[config.mk]
export PLATFORM = sky130hd
export DESIGN_NAME = lsag_top
export DESIGN_NICKNAME = d
export VERILOG_FILES = /design/src/rtl/lsag_pkg.sv /design/src/rtl/lsag_decode.sv /design/src/rtl/lsag_shift.sv /design/src/rtl/lsag_addr.sv /design/src/rtl/lsag_top.sv
export SDC_FILE = /design/constraint.sdc
export NUM_CORES = 1
export LEC_CHECK = 0
export ABC_CLOCK_PERIOD_IN_PS = 14160
export BUFFER_PORTS_ARGS = -buffer_cell sky130_fd_sc_hd__buf_2
export CORE_MARGIN = 4
export CORE_UTILIZATION = 35
export DETAILED_ROUTE_END_ITERATION = 12
export SLEW_MARGIN = 10
export SYNTH_ARGS = -nofsm -noshare
export SYNTH_HDL_FRONTEND = slang
export SYNTH_SLANG_ARGS = --single-unit
[constraint.sdc]
create_clock -name clk -period 14.16 [get_ports clk]
set_clock_uncertainty 0.15 [all_clocks]
set_input_delay 1.416 -clock clk [delete_from_list [all_inputs] [get_ports clk]]
set_output_delay 1.416 -clock clk [all_outputs]
set_load 0.005 [all_outputs]
[src/rtl/lsag_pkg.sv]
package lsag_pkg;
  localparam int INSTR_W = 32;
  localparam int IMM_W   = 12;
  localparam int AMT_W   = 5;
  localparam int RIDX_W  = 4;

  typedef enum logic [1:0] {
    SH_LSL = 2'b00,
    SH_LSR = 2'b01,
    SH_ASR = 2'b10,
    SH_ROR = 2'b11
  } shift_kind_t;

  typedef struct packed {
    logic              reg_off;
    logic              pre;
    logic              up;
    logic              byte_op;
    logic              wb_bit;
    logic              load;
    logic [RIDX_W-1:0] rn;
    logic [AMT_W-1:0]  sh_amt;
    shift_kind_t       sh_kind;
    logic              sh_by_reg;
    logic [IMM_W-1:0]  imm;
  } ls_fields_t;
endpackage

[src/rtl/lsag_decode.sv]
module lsag_decode
  import lsag_pkg::*;
(
  input  logic [INSTR_W-1:0] instr,
  output ls_fields_t         fld
);
  logic unused_bits;
  assign unused_bits = ^{instr[31:26], instr[15:12], instr[3:0]};

  always_comb begin
    fld           = '0;
    fld.reg_off   = instr[25];
    fld.pre       = instr[24];
    fld.up        = instr[23];
    fld.byte_op   = instr[22];
    fld.wb_bit    = instr[21];
    fld.load      = instr[20];
    fld.rn        = instr[19:16];
    fld.sh_amt    = instr[11:7];
    fld.sh_kind   = shift_kind_t'(instr[6:5]);
    fld.sh_by_reg = instr[4];
    fld.imm       = instr[IMM_W-1:0];
  end
endmodule

[src/rtl/lsag_shift.sv]
module lsag_shift
  import lsag_pkg::*;
#(
  parameter int DATA_W = 32
) (
  input  logic [DATA_W-1:0] rm,
  input  shift_kind_t       kind,
  input  logic [AMT_W-1:0]  amt,
  input  logic              c_in,
  output logic [DATA_W-1:0] res
);
  localparam int DBL_W = 2 * DATA_W;

  logic [DBL_W-1:0]  dbl;
  logic [DBL_W-1:0]  rot_full;
  logic              amt_zero;

  assign dbl      = {rm, rm};
  assign rot_full = dbl >> amt;
  assign amt_zero = (amt == '0);

  always_comb begin
    unique case (kind)
      SH_LSL: res = rm << amt;
      SH_LSR: res = amt_zero ? '0 : (rm >> amt);
      SH_ASR: res = amt_zero ? {DATA_W{rm[DATA_W-1]}}
                             : DATA_W'($signed(rm) >>> amt);
      SH_ROR: res = amt_zero ? {c_in, rm[DATA_W-1:1]}
                             : rot_full[DATA_W-1:0];
      default: res = rm;
    endcase
  end
endmodule

[src/rtl/lsag_addr.sv]
module lsag_addr #(
  parameter int DATA_W = 32
) (
  input  logic [DATA_W-1:0] base,
  input  logic [DATA_W-1:0] offset,
  input  logic              up,
  input  logic              pre,
  input  logic              wb_bit,
  input  logic              base_is_pc,
  input  logic              bad,
  output logic [DATA_W-1:0] addr,
  output logic              wb_en,
  output logic [DATA_W-1:0] wb_val
);
  logic [DATA_W-1:0] moved;

  assign moved  = up ? (base + offset) : (base - offset);
  assign wb_val = moved;

  always_comb begin
    if (bad) begin
      addr  = base;
      wb_en = 1'b0;
    end else if (!pre) begin
      addr  = base;
      wb_en = !base_is_pc;
    end else begin
      addr  = moved;
      wb_en = wb_bit && !base_is_pc;
    end
  end
endmodule

[src/rtl/lsag_top.sv]
module lsag_top
  import lsag_pkg::*;
#(
  parameter int DATA_W    = 32,
  parameter int PC_AHEAD  = 8
) (
  input  logic               clk,
  input  logic               rst,
  input  logic [INSTR_W-1:0] instr,
  input  logic [DATA_W-1:0]  base_val,
  input  logic [DATA_W-1:0]  idx_val,
  input  logic [DATA_W-1:0]  pc_val,
  input  logic               carry_in,
  output logic [DATA_W-1:0]  mem_addr,
  output logic               wb_en,
  output logic [DATA_W-1:0]  wb_data,
  output logic               is_load,
  output logic               is_byte,
  output logic               bad_enc
);
  localparam logic [RIDX_W-1:0] PC_IDX = '1;

  ls_fields_t        fld;
  logic [DATA_W-1:0] shifted;
  logic [DATA_W-1:0] imm_ext;
  logic [DATA_W-1:0] offset;
  logic [DATA_W-1:0] base_eff;
  logic              base_is_pc;
  logic              bad;
  logic [DATA_W-1:0] addr_c;
  logic              wb_en_c;
  logic [DATA_W-1:0] wb_val_c;
  logic              primed;

  lsag_decode u_dec (.instr(instr), .fld(fld));

  lsag_shift #(.DATA_W(DATA_W)) u_shift (
    .rm(idx_val), .kind(fld.sh_kind), .amt(fld.sh_amt),
    .c_in(carry_in), .res(shifted)
  );

  generate
    if (DATA_W > IMM_W) begin : g_imm_pad
      assign imm_ext = {{(DATA_W-IMM_W){1'b0}}, fld.imm};
    end else begin : g_imm_cut
      assign imm_ext = fld.imm[DATA_W-1:0];
    end
  endgenerate

  assign offset     = fld.reg_off ? shifted : imm_ext;
  assign base_is_pc = (fld.rn == PC_IDX);
  assign base_eff   = base_is_pc ? (pc_val + DATA_W'(PC_AHEAD)) : base_val;
  assign bad        = fld.reg_off && fld.sh_by_reg;

  lsag_addr #(.DATA_W(DATA_W)) u_addr (
    .base(base_eff), .offset(offset), .up(fld.up), .pre(fld.pre),
    .wb_bit(fld.wb_bit), .base_is_pc(base_is_pc), .bad(bad),
    .addr(addr_c), .wb_en(wb_en_c), .wb_val(wb_val_c)
  );

  always_ff @(posedge clk) begin
    if (rst) begin
      mem_addr <= '0;
      wb_en    <= 1'b0;
      wb_data  <= '0;
      is_load  <= 1'b0;
      is_byte  <= 1'b0;
      bad_enc  <= 1'b0;
      primed   <= 1'b0;
    end else begin
      mem_addr <= addr_c;
      wb_en    <= wb_en_c;
      wb_data  <= wb_val_c;
      is_load  <= fld.load;
      is_byte  <= fld.byte_op;
      bad_enc  <= bad;
      primed   <= 1'b1;
    end
  end

  p_reset_clear_r1: assert property (@(posedge clk)
    rst |=> (mem_addr == '0 && !wb_en && !bad_enc));

  p_post_base_r3: assert property (@(posedge clk) disable iff (rst)
    primed && $past(!instr[24] && !instr[25] && instr[19:16] != 4'hF)
      |-> (mem_addr == $past(base_val) && wb_en));

  p_pre_same_r4: assert property (@(posedge clk) disable iff (rst)
    primed && wb_en && $past(instr[24]) |-> (mem_addr == wb_data));

  p_offset_nowb_r5: assert property (@(posedge clk) disable iff (rst)
    primed && $past(instr[24] && !instr[21]) |-> !wb_en);

  p_bad_flag_r8: assert property (@(posedge clk) disable iff (rst)
    primed && $past(instr[25] && instr[4]) |-> (bad_enc && !wb_en));

  p_pc_nowb_r9: assert property (@(posedge clk) disable iff (rst)
    primed && $past(instr[19:16] == 4'hF) |-> !wb_en);

  p_passthru_r10: assert property (@(posedge clk) disable iff (rst)
    primed |-> (is_load == $past(instr[20]) && is_byte == $past(instr[22])));
endmodule

; ---- Word-level counts from Yosys, hierarchy flattened
; Index checks and enable logic that the tools add are counted.
[totals]
regBits = 68
latch_bits = 0
ram_bits = 0
mem_bits_ro = 0
in_bits = 131
out_inout_bits = 68
word_cells = 33
n_memories = 0
[classes]
addsub = 3
n_mul = 0
div_mod_pow = 0
magnitude_cmp = 0
n_eq_ne = 4
n_shift = 4
muxes = 10
bitwise_logic = 0
n_reduce_logical = 6
[op_table]
columns = operator, n
row1 = 2-to-1 mux 32 bit, 8
row2 = one-hot mux 32 bit (4 select lines), 1
row3 = right shift 64 x 5 -> 32 bit, 1
row4 = adder 32 bit, 1
row5 = "adder 32 x 4 -> 32 bit, second input constant", 1
row6 = << shifter 32 x 5 -> 32 bit, 1
row7 = right shift 32 x 5 -> 32 bit, 1
row8 = >>> shifter 32 x 5 -> 32 bit, 1
row9 = subtractor 32 bit, 1
row10 = zero test 5 bit, 1
row11 = "equality test 2 bit, second input constant", 2
row12 = "equality test 4 bit, second input constant", 1
row13 = "equality test 2 x 1 -> 1 bit, second input constant", 1
row14 = logical AND 1 bit, 2
row15 = zero test 2 bit, 1
row16 = OR reduction 2 bit, 1
row17 = zero test 1 bit, 1
row18 = 2-to-1 mux 1 bit, 1

; ---- Depth between registers and ports, before layout
[logic_depth]
word_depth = 8
depth_mapped = 30
mapped_depth_nobuf = 24

; ---- Hierarchy
; From an unflattened synthesis, not the netlist that was laid out.
[hier_totals]
cells_unflattened = 1775
hier_area_um2 = 13366.6
[modules_own_cells]
columns = mod, instances, cells_per_inst, area_each_um2, seq_area_each_um2
row1 = lsag_shift, 1, 893, 6718.9, 0.0
row2 = lsag_addr, 1, 502, 3402.0, 0.0
row3 = lsag_top, 1, 350, 3020.4, 1361.3
row4 = lsag_decode, 1, 30, 225.2, 0.0

; ---- Worst setup path before layout
; Ideal clock, no wire load.
[synth_timing]
path_type = in2reg
startpoint = input port instr[8]
endpoint = register mem_addr[25]
setup_time_ps = 122
arrival_ps = 6767
required_time_ps = 13888
slack_ps = 7121
cell_stages = 26
path_buffers = 3
cell_sequence = buf_6 buf_12 buf_6 mux2_2 mux4_2 a211oi_1 o31ai_1 o21ai_0 a21oi_1 inv_1 ha_1 nor3b_1 a21oi_1 xor2_1 ha_1 a21o_1 a21o_1 a221oi_1 nor2_1 a221oi_1 o21ai_0 nor2_1 o21ai_0 a41oi_1 nor4_1 a221o_1
[synth_between]
elab_chain_cells = 8
elab_cells_between_ends = 15
cone_classes = add/sub: 2 / shift: 4 / mux: 8 / reduce/logical: 1
[synth_lines]
columns = element, line_no
row1 = start: declaration, lsag_top.sv:9  ; input logic [INSTR_W-1:0] instr,
row2 = "right shift 64 x 5 -> 32 bit, or another cell as far along", lsag_shift.sv:19  ; assign rot_full = dbl >> amt;
row3 = "2-to-1 mux 32 bit, on equally long branches", "lsag_shift.sv:28, lsag_shift.sv:25, lsag_shift.sv:26"
row4 = one-hot mux 32 bit (4 select lines), lsag_shift.sv:23  ; unique case (kind)
row5 = 2-to-1 mux 32 bit (*), lsag_top.sv:50  ; assign offset = fld.reg_off ? shifted : imm_ext;
row6 = subtractor 32 bit / adder 32 bit (equally long branches), lsag_addr.sv:17  ; assign moved = up ? (base + offset) : (base - offset);
row7 = 2-to-1 mux 32 bit (*), lsag_addr.sv:17
row8 = 2-to-1 mux 32 bit (*), lsag_addr.sv:24  ; end else if (!pre) begin
row9 = 2-to-1 mux 32 bit (*), lsag_addr.sv:21  ; if (bad) begin
row10 = end signal: assignment, lsag_top.sv:71  ; mem_addr <= addr_c;
row11 = end: declaration, lsag_top.sv:14  ; output logic [DATA_W-1:0] mem_addr,
; Mark *: on every way between the ends. The rest lies on a longest branch, timed or not.
; A chain may end at the register's enable or synchronous reset.

; ---- Final worst setup path
[layout_timing]
startpoint = input port instr[8]
endpoint = register wb_data[29]
[layout_between]
elab_chain_cells = 6
elab_cells_between_ends = 13
cone_classes = add/sub: 2 / shift: 4 / mux: 6 / reduce/logical: 1
[layout_lines]
columns = element, line_no
row1 = "right shift 64 x 5 -> 32 bit, or another cell as far along", lsag_shift.sv:19
row2 = "2-to-1 mux 32 bit, on equally long branches", "lsag_shift.sv:28, lsag_shift.sv:25, lsag_shift.sv:26"
row3 = one-hot mux 32 bit (4 select lines), lsag_shift.sv:23
row4 = 2-to-1 mux 32 bit (*), lsag_top.sv:50
row5 = subtractor 32 bit / adder 32 bit (equally long branches), lsag_addr.sv:17
row6 = 2-to-1 mux 32 bit (*), lsag_addr.sv:17
row7 = end signal: assignment, lsag_top.sv:73  ; wb_data <= wb_val_c;
row8 = end: declaration, lsag_top.sv:16  ; output logic [DATA_W-1:0] wb_data,
; Marks and branches as above.

==> impl_metrics.py <==
metrics = {
    "outcome": {
        "status": "finished, final reports clean",
    },
    "place": {
        "gp_congestion": 0.996,
        "portBuffers": 188,
        "dpl.hpwl_um": 41500,
        "placedInstanceArea_um2": 12700,
        "place_inst": 2047,
    },
    "global_route": {
        "overflow": 0,
        "grt_max_degree": 67,
        "track_usage": 0.287,
        "grt_pass1_vias": 12500,
        "antenna_found_initial": 2,
        "grt_pass1_wl_um": 80500,
    },
    "clock_network": {
        "clk_pin_slew_worst_paths_ns": 0.06,
        "cts_buffers": 9,
        "cts_resized": 0,
        "ctsLongestPathBuffers": 2,
        "postCtsHoldBufs": 0,
        "post_cts_buffers": 0,
        "cts_tree": "yes",
        "htree_num_levels": 3,
        "cts.sinks": 68,
        "cts_root_buffer": "clkbuf_16",
    },
    "synthesis": {
        "synth_cell_types": 101,
        "synthCells": 1535,
        "yosys.cell_count.top_type": "nand2_1",
        "ys_ff_latch": 68,
        "synth_top_area_share": 0.116,
        "netlist_area_um2": 11800,
        "synth.area.top_cells": "dfxtp_1 (12%), mux4_2 (11%), nand2_1 (5.1%)",
        "yosysWarnings": 0,
        "synth_top_cell_by_area": "dfxtp_1",
        "synth_commonest_cells": "nand2_1 (160), nor2_1 (158), a21oi_1 (105), o21ai_0 (100), clkbuf_1 (87)",
        "synth_fp_nets": 1699,
        "synth_flop_cell": "dfxtp_1",
        "ys_seq_area_frac": 0.116,
        "syn_avg_cell_area_um2": 7.68,
        "synthArstFlopShare": 0,
        "synth_edf_count": 0,
    },
    "hold_path": {
        "holdPathEnd": "is_byte$_SDFF_PP0_",
        "whs_path_depth": 2,
        "hold_path_class": "in2reg",
        "min-delay-start": "instr[22]",
    },
    "floorplan": {
        "die-area_um2": 36700,
        "dieWidth_um": 192,
        "rows": 66,
        "coreArea_um2": 32900,
        "boundaryPins": 199,
        "start_util": 0.359,
        "dieHeight_um": 192,
    },
    "critical_path": {
        "max_stage_delay_ns": 0.82,
        "cpMostUsedCell": "nor2_1",
        "crit_family": "compound AO/OA/AOI/OAI gates",
        "cp-startpoint": "instr[8]",
        "worstPathRequired_ns": 14.20,
        "end_kind": "flip-flop",
        "crit_slowest_cell": "buf_4",
        "arrival_ns": 9.43,
        "path_cells": "buf_4 -> buf_4 -> mux4_1 -> a32o_1 -> a31oi_1 -> o211ai_1 -> nand2_1 -> a21oi_1 -> inv_1 -> ha_1 -> nor3b_1 -> and4b_1 -> nor2_1 -> xnor2_1 -> ha_1 -> nand4_1 -> nor2_1 -> inv_1 -> a2111oi_0 -> nor2_1 -> o21ai_0 -> nand3_1 -> a221oi_1 -> nor3_1",
        "critPathLaunchType": "input pin",
        "critPathBufInv": 4,
        "path_max_fanout": 66,
        "crit_type": "in2reg",
    },
    "sta": {
        "finalCriticalPeriod_ns": 9.39,
        "fin_setup_tns_ns": 0,
        "maxClockFrequency_ghz": 0.106,
        "tightestPinTransition_ns": 1.10,
        "slew_headroom": 0.258,
        "finalMaxSlewViolations": 0,
        "rsz0062_at_grt": "no",
        "post-route-period-util": 0.663,
        "setup_violations": 0,
        "hold_violations": 0,
    },
    "cells_and_area": {
        "final_util": 0.397,
        "nFillCells": 3498,
        "fin_nets": 1780,
        "drive_gt1_frac": 0.223,
        "fin_area_um2": 13100,
        "seqCellArea_um2": 1360,
        "multi_input_area_um2": 9530,
        "fin_cells": 2065,
        "area.growth.synth_to_final_pct": 10.8,
    },
    "route": {
        "drt_wl_total_um": 55100,
        "drtIter0Drc": 1500,
        "antenna_left": 0,
        "wl_per_cell_um": 26.7,
        "first_pass_iters": 6,
        "vias": 13400,
        "viasPerCell": 6.48,
        "drc": 0,
    },
    "pwr": {
        "power_density_nw_per_um2": 84.4,
        "total_power_mw": 1.10,
        "ir_drop_v": 0.0000558,
        "power_leakage_nw": 5.32,
    },
    "job": {
        "maxCapViolations": 0,
    },
}
registers in the layout, indices dropped and copies added, names as in the netlist:
| name | cells |
|---|---|
| wb_data | 32 |
| is_byte | 1 |
| mem_addr | 32 |
| is_load | 1 |
| wb_en | 1 |
| bad_enc | 1 |
per-stage QoR:
stage / worst slack (ns) / hold slack, ns
after floorplan: 7.12 / 1.39
after global placement: 4.74 / 1.48
after detailed placement: 4.68 / 1.50
after CTS: 5.00 / 1.16
after global routing: 4.26 / 1.19
final: 4.77 / 1.16
metal layers:
metal,global-route usage,vias to the layer above,share of wire
met5,0,-,0.00018
met4,0.127,2,0.051
met3,0.0526,162,0.098
met2,0.448,838,0.44
met1,0.387,6440,0.41
li1,-,5949,-
logic make-up after synthesis:
kind of cell    Yosys count  share of synthesized area
mux                     167                      0.227
fa+ha+maj                33                     0.0357
simple gates            557                      0.228
compound gates          442                      0.252
xor+xnor                 88                     0.0654
flops                    68                      0.116
buf+inv                 180                     0.0765
worst max-delay path by stage:
stage                                          to  slack, ns  cells after the start
after detailed placement   wb_data[29]$_SDFF_PP0_       4.68                     24
after CTS                  wb_data[29]$_SDFF_PP0_       5.00                     24
final                      wb_data[29]$_SDFF_PP0_       4.77                     24
after global routing       wb_data[29]$_SDFF_PP0_       4.26                     24
after floorplan           mem_addr[25]$_SDFF_PP0_       7.12                     26
after global placement     wb_data[29]$_SDFF_PP0_       4.74                     24
area by class of cell:
cell class,instances,area share
Multi-Input combinational cell,1287,0.730
Sequential cell,68,0.104
Timing Repair Buffer,220,0.0910
Tap cell,442,0.0424
Clock buffer,9,0.0172
Inverter,30,0.00862
Clock inverter,7,0.00632
Antenna cell,2,0.000383
placed cells by master (no fill, tap or decap), types with 35 or more instances in the layout:
cell | synthesis | layout
mux2i_1 | 58 | 58
xnor2_1 | 35 | 35
dfxtp_1 | 68 | 68
buf_4 | 11 | 35
a21oi_1 | 105 | 105
o21ai_0 | 100 | 100
xor2_1 | 53 | 53
nand3_1 | 41 | 41
nor2_1 | 158 | 158
buf_2 | 23 | 185
nand2_1 | 160 | 160
mux2_2 | 36 | 36
nor3_1 | 38 | 37
mux4_2 | 58 | 58
report_power, final:
group | switching, mW | internal [mW]
Combinational | 0.388 | 0.243
Clock | 0.0923 | 0.139
Sequential | 0.0101 | 0.229
Total | 0.491 | 0.611
Note: power is estimated with default switching activity, not from simulation.
